## config.mk

```make
export PLATFORM = sky130hd
export DESIGN_NAME = irq_src_table
export DESIGN_NICKNAME = d
export VERILOG_FILES = /design/src/rtl/irq_src_table.sv
export SDC_FILE = /design/constraint.sdc
export NUM_CORES = 1
export LEC_CHECK = 0
export CAP_MARGIN = 20
export CORE_MARGIN = 2
export CORE_UTILIZATION = 54
export CTS_CLUSTER_SIZE = 24
export DETAILED_ROUTE_END_ITERATION = 6
export PLACE_DENSITY_LB_ADDON = 0.12
export SKIP_LAST_GASP = 1
export SLEW_MARGIN = 25
export SYNTH_ARGS = -nofsm -noshare
export SYNTH_HDL_FRONTEND = slang
export SYNTH_SLANG_ARGS = --single-unit
```

## constraint.sdc

```tcl
create_clock -name clk -period 3.7 [get_ports clk]
set_input_delay 0.925 -clock clk [delete_from_list [all_inputs] [get_ports clk]]
set_output_delay 0.925 -clock clk [all_outputs]
set_load 0.01 [all_outputs]
```

## src/rtl/irq_src_table.sv

```systemverilog
module irq_src_table #(
  parameter int NSRC     = 16,
  parameter int BASE     = 32,
  parameter int NSERVERS = 4,
  parameter int NUM_W    = 12,
  parameter int SRVIN_W  = 8,
  localparam int IDX_W   = (NSRC > 1) ? $clog2(NSRC) : 1,
  localparam int SRV_W   = (NSERVERS > 1) ? $clog2(NSERVERS) : 1
) (
  input  logic               clk,
  input  logic               rst_n,
  input  logic               trig_valid,
  input  logic [IDX_W-1:0]   trig_idx,
  input  logic               rej_valid,
  input  logic [NUM_W-1:0]   rej_num,
  input  logic               resend_req,
  input  logic               cfg_valid,
  input  logic               cfg_write,
  input  logic [NUM_W-1:0]   cfg_num,
  input  logic [SRVIN_W-1:0] cfg_server,
  input  logic [8:0]         cfg_prio,
  output logic               cfg_done,
  output logic [7:0]         cfg_status,
  output logic [SRV_W-1:0]   cfg_rd_server,
  output logic [7:0]         cfg_rd_prio,
  output logic               pres_valid,
  output logic [SRV_W-1:0]   pres_server,
  output logic [NUM_W-1:0]   pres_num,
  output logic [7:0]         pres_prio,
  output logic               busy
);

  localparam logic [7:0] MASKED  = 8'hFF;
  localparam logic [7:0] ST_OK   = 8'h00;
  localparam logic [7:0] ST_BAD  = 8'hFD;
  localparam logic [IDX_W-1:0] LAST_IDX = IDX_W'(NSRC - 1);

  logic [SRV_W-1:0] srv_q [NSRC];
  logic [7:0]       pri_q [NSRC];
  logic [NSRC-1:0]  pend_q;
  logic [NSRC-1:0]  rej_q;
  logic [IDX_W-1:0] scan_idx;

  function automatic logic in_rng(input logic [NUM_W-1:0] n);
    return (int'(n) >= BASE) && (int'(n) < BASE + NSRC);
  endfunction

  logic [IDX_W-1:0] cfg_idx, rej_idx;
  assign cfg_idx = IDX_W'(cfg_num - NUM_W'(BASE));
  assign rej_idx = IDX_W'(rej_num - NUM_W'(BASE));

  logic cfg_num_ok, cfg_wr_ok, trig_ok, trig_pres, wr_pres, fg_pres;
  logic scan_hit, scan_pres, scan_go;

  assign cfg_num_ok = in_rng(cfg_num);
  assign cfg_wr_ok  = cfg_valid && cfg_write && cfg_num_ok
                      && (int'(cfg_server) < NSERVERS) && (cfg_prio <= 9'h0FF);
  assign trig_ok    = trig_valid && (int'(trig_idx) < NSRC);
  assign trig_pres  = trig_ok && (pri_q[trig_idx] != MASKED);
  assign wr_pres    = cfg_wr_ok && pend_q[cfg_idx] && (cfg_prio[7:0] != MASKED);
  assign fg_pres    = trig_pres || wr_pres;
  assign scan_hit   = busy && rej_q[scan_idx] && (pri_q[scan_idx] != MASKED);
  assign scan_pres  = scan_hit && !fg_pres;
  assign scan_go    = busy && !fg_pres;

  // Entry table
  always_ff @(posedge clk) begin
    if (!rst_n) begin
      for (int i = 0; i < NSRC; i++) begin
        srv_q[i] <= '0;
        pri_q[i] <= MASKED;
      end
      pend_q <= '0;
      rej_q  <= '0;
    end else begin
      if (trig_ok && (pri_q[trig_idx] == MASKED))
        pend_q[trig_idx] <= 1'b1;
      if (cfg_wr_ok) begin
        srv_q[cfg_idx] <= cfg_server[SRV_W-1:0];
        pri_q[cfg_idx] <= cfg_prio[7:0];
        if (wr_pres)
          pend_q[cfg_idx] <= 1'b0;
      end
      if (scan_pres)
        rej_q[scan_idx] <= 1'b0;
      if (rej_valid && in_rng(rej_num))
        rej_q[rej_idx] <= 1'b1;
    end
  end

  // Present output
  always_ff @(posedge clk) begin
    if (!rst_n) begin
      pres_valid  <= 1'b0;
      pres_server <= '0;
      pres_num    <= '0;
      pres_prio   <= '0;
    end else begin
      pres_valid <= fg_pres || scan_pres;
      if (trig_pres) begin
        pres_server <= srv_q[trig_idx];
        pres_num    <= NUM_W'(BASE) + NUM_W'(trig_idx);
        pres_prio   <= pri_q[trig_idx];
      end else if (wr_pres) begin
        pres_server <= cfg_server[SRV_W-1:0];
        pres_num    <= cfg_num;
        pres_prio   <= cfg_prio[7:0];
      end else if (scan_pres) begin
        pres_server <= srv_q[scan_idx];
        pres_num    <= NUM_W'(BASE) + NUM_W'(scan_idx);
        pres_prio   <= pri_q[scan_idx];
      end
    end
  end

  // Resend scan
  always_ff @(posedge clk) begin
    if (!rst_n) begin
      busy     <= 1'b0;
      scan_idx <= '0;
    end else if (busy) begin
      if (scan_go) begin
        if (scan_idx == LAST_IDX) begin
          busy     <= 1'b0;
          scan_idx <= '0;
        end else begin
          scan_idx <= scan_idx + 1'b1;
        end
      end
    end else if (resend_req) begin
      busy     <= 1'b1;
      scan_idx <= '0;
    end
  end

  // Configuration response
  always_ff @(posedge clk) begin
    if (!rst_n) begin
      cfg_done      <= 1'b0;
      cfg_status    <= ST_OK;
      cfg_rd_server <= '0;
      cfg_rd_prio   <= '0;
    end else begin
      cfg_done <= cfg_valid;
      if (cfg_valid) begin
        cfg_rd_server <= '0;
        cfg_rd_prio   <= '0;
        if (cfg_write) begin
          cfg_status <= cfg_wr_ok ? ST_OK : ST_BAD;
        end else if (cfg_num_ok) begin
          cfg_status    <= ST_OK;
          cfg_rd_server <= srv_q[cfg_idx];
          cfg_rd_prio   <= pri_q[cfg_idx];
        end else begin
          cfg_status <= ST_BAD;
        end
      end
    end
  end

  assert_never_masked_R4: assert property (@(posedge clk) disable iff (!rst_n)
    pres_valid |-> pres_prio != MASKED);

  assert_num_in_range_R2: assert property (@(posedge clk) disable iff (!rst_n)
    pres_valid |-> in_rng(pres_num));

  assert_trig_cfg_apart_R6: assert property (@(posedge clk) disable iff (!rst_n)
    !(trig_valid && cfg_valid));

  assert_pend_cleared_R6: assert property (@(posedge clk) disable iff (!rst_n)
    wr_pres |=> !pend_q[$past(cfg_idx)]);

  assert_busy_start_R11: assert property (@(posedge clk) disable iff (!rst_n)
    $rose(busy) |-> $past(resend_req));

  assert_busy_end_R11: assert property (@(posedge clk) disable iff (!rst_n)
    $fell(busy) |-> $past(scan_idx) == LAST_IDX);

  assert_scan_hold_R11: assert property (@(posedge clk) disable iff (!rst_n)
    (busy && $past(busy) && scan_idx == $past(scan_idx)) |-> $past(fg_pres));

endmodule

```

==> results of run 1 <==
-- worst max-delay path: stages --
cell	delay [ps]
clkdlybuf4s50_1	390
or4_1	530
nor4_2	160
buf_4	160
and3_1	340
buf_4	180
and3_1	220
nand3_1	320
or2_2	390
-- final timing paths --
kind                   to  slack, ps  cells past startpoint
max           pri_q[2][1]        360                      9
min           pres_num[5]        450                      2
min reg2reg   pres_num[5]        450                      2
max reg2reg  pres_prio[4]        730                      8
-- flip-flops by register name, indices dropped and copies added, names as in the netlist, named ones only --
register and count:
cfg_rd_prio 8, pres_server 2, cfg_rd_server 2, pres_prio 8
cfg_status 1, rej_q 16, pres_num 12, cfg_done 1
busy 1, pres_valid 1, srv_q 32, pri_q 128
pend_q 16, scan_idx 4
-- layer usage --
layer	vias to the layer above	part of all wire	wire (um)
li1	4487	-	-
met1	5196	0.40	16200
met2	637	0.45	18000
met3	78	0.13	5120
met4	2	0.027	1100
met5	-	0.00022	9
-- layout make-up --
type | count | area, um^2 | area share
clock inverter | 14 | 146 | 0.00908
tap | 330 | 413 | 0.0256
multi-input combinational | 698 | 6710 | 0.416
sequential | 236 | 6330 | 0.393
clock buffer | 34 | 702 | 0.0435
timing repair buffer | 194 | 1730 | 0.107
inverter | 26 | 97.6 | 0.00605
-- cell families after synthesis --
family                     after synthesis  synth area share
AOI/OAI and AO/OA                      170            0.0879
muxes                                  177             0.254
buffers and inverters                  142            0.0501
other                                    1          0.000273
and+or+nand+nor                        346             0.143
DFF                                    236             0.461
adders and majority gates                4           0.00365
-- stage by stage --
stage | TNS [ps] | total power [W] | hold WS [ps] | cell area, um^2
finish | 0 | 0.00646 | 446 | 16100
global route | 0 | 0.00667 | 477 | 16100
CTS | 0 | 0.00648 | 455 | 16100
detailed placement | -1960 | 0.00388 | 446 | 15300
global placement | -483 | 0.00387 | 436 | 15300
floorplan | 0 | 0.00354 | 447 | 13700
-- layout by cell type, fill, tap and decap left out, types with 4 or more instances in the layout --
cell type,synthesis,layout
nand3_1,17,17
buf_12,2,5
mux2i_1,31,31
inv_1,23,23
ha_1,4,4
a21oi_1,15,15
a221oi_1,12,12
and2_1,8,8
a22oi_1,34,34
and3_1,10,10
nand2b_1,9,9
a221oi_2,4,4
clkbuf_1,68,7
clkinv_1,3,6
nor2_1,62,62
clkdlybuf4s50_1,0,88
o221ai_1,12,12
nand2_1,41,41
buf_4,10,96
or3_1,115,115
mux4_2,133,133
o21ai_0,49,49
nand2_2,7,7
nor2b_1,18,18
clkbuf_16,0,27
mux2_1,8,8
or2_2,18,18
dfxtp_1,76,75
a31oi_1,8,8
o22ai_1,10,10
buf_2,22,5
edfxtp_1,160,160
nor3_1,16,16
clkinv_2,0,6
nand4_1,7,7
-- where the power goes --
group / switching (W) / internal [W]
clock network: 0.00108 / 0.00154
logic: 0.000416 / 0.000412
registers: 0.0000962 / 0.00292
total: 0.00159 / 0.00488
==> key figures, run 1 <==
Final layout
  – Fin util: 0.644
  – Area Overhead vs Synth: 17.5%
  – Finished Layout Cells: 1532
  – Nets: approximately 1200
  – FILL cells: ~1900
  – Layout cells sized above 1: 0.270
  – Ant diodes: 0

Pwr
  – Peak supply drop: around 0.00033 V
  – Pleak: approximately 5.3 nW
  – PwrDens: between 400 and 500 nW/um^2

Route
  – DRC Markers: 0
  – Initial DRC Count: about 1300
  – Final wirelength: just over 40 mm
  – Via density: roughly 6.8
  – Drt wl/cell: about 26 um
  – Drt pass-1 iters: 6
  – Detail Route Antenna Nets: 0
  – Vias: 10400

Synth
  – Netlist Area Pre-Place: approximately 14000 um^2
  – Syn nets: ~1100
  – Post-synth ARST share: 0
  – Synthesis-stage register bit count: between 200 and 250
  – Post-synthesis cell type count: 66
  – Top cell type's share of synthesized area: 0.350
  – Synth area leader: edfxtp_1
  – Synth top cells by count: edfxtp_1, mux4_2, or3_1, dfxtp_1, clkbuf_1
  – Post-synth EDFFs: 160
  – Primary FF master, synth: edfxtp_1
  – Synth Instances: 1076
  – Most common cell in the netlist: edfxtp_1
  – Yosys warns: 0
  – Sequential share of the synthesized area: 0.461
  – Top post-synthesis cells by area: edfxtp_1, mux4_2, dfxtp_1
  – Syn avg cell area: roughly 13 um^2

Global routing
  – Met2 Use GR: 0.456
  – Largest net degree at the start of global routing: 52
  – Gr ovfl total: 0
  – Met1 Use GR: 0.446
  – Top Usage Layer GRT: met2
  – First-pass GRT wire length: a little over 60 mm
  – Antenna violations before repair: 1
  – GRT Util Overall: 0.310
  – Vias in the first global route: 10100
  – GR Layer Usage met3: 0.0960

Min path
  – Hold Path Origin: pres_num[5]
  – HP Class: flip-flop to flip-flop

Clock network
  – Clk slew on worst S/H paths: roughly 60 ps
  – CTS Buffer Depth: 3
  – Number of post-CTS setup repair buffers: 0
  – Post-CTS sizing: 0
  – Cts hold-fix bufs: 0
  – Clk_lat worst skew: around 540 ps
  – Clk root buf: clkbuf_16
  – CTS tree: yes
  – Htree depth: 1
  – Clock Sinks: roughly 240
  – Clock buffer count from CTS: 27

STA
  – Crit path time final: between 3000 and 4000 ps
  – Endpoints failing setup: 0
  – Max frequency: around 0.3 GHz
  – Setup ws final: approximately 360 ps
  – RSZ-0062 raised after global routing: no
  – Final setup skew: between 7 and 8 ps
  – Final Hold Fails: 0
  – Fin crit share: 0.902
  – Relative slew slack: 0.461
  – Worst Tran Pin Value: slightly above 800 ps
  – Final Slew Violations: 0

Die
  – Row cnt: 58
  – Initial Util: 0.548
  – Die area: roughly 27000 um^2
  – Io pins: between 90 and 100
  – Die Height: 163 um
  – Placeable Area: about 25000 um^2
  – Die width: 163 um

Placement
  – Pre-CTS setup slack: -127 ps
  – Routability cong.: slightly below 0.9
  – Count of buffers from port buffering: 93
  – Placed Instances: approximately 1500
  – Dpl hpwl: around 28 mm

Setup path
  – CP required: ~4000 ps
  – Crit path DAT: approximately 3600 ps
  – Critical path origin: cfg_server[4]
  – Worst setup path class: input port to flip-flop
  – Peak fanout along the critical path: 10
  – Worst Setup End Kind: flip-flop
  – Crit start category: input port

Flow run
  – Max cap viols: 0

Run status
  – Status: complete, no violations
No activity file was read; power rests on OpenSTA's default activity.
==> run 2, diff against run 1 <==
Settings changed: SETUP_SLACK_MARGIN set to 0.02.
==> results of run 2 <==
The final DEF is identical to that of run 1; final timing and power are the same.
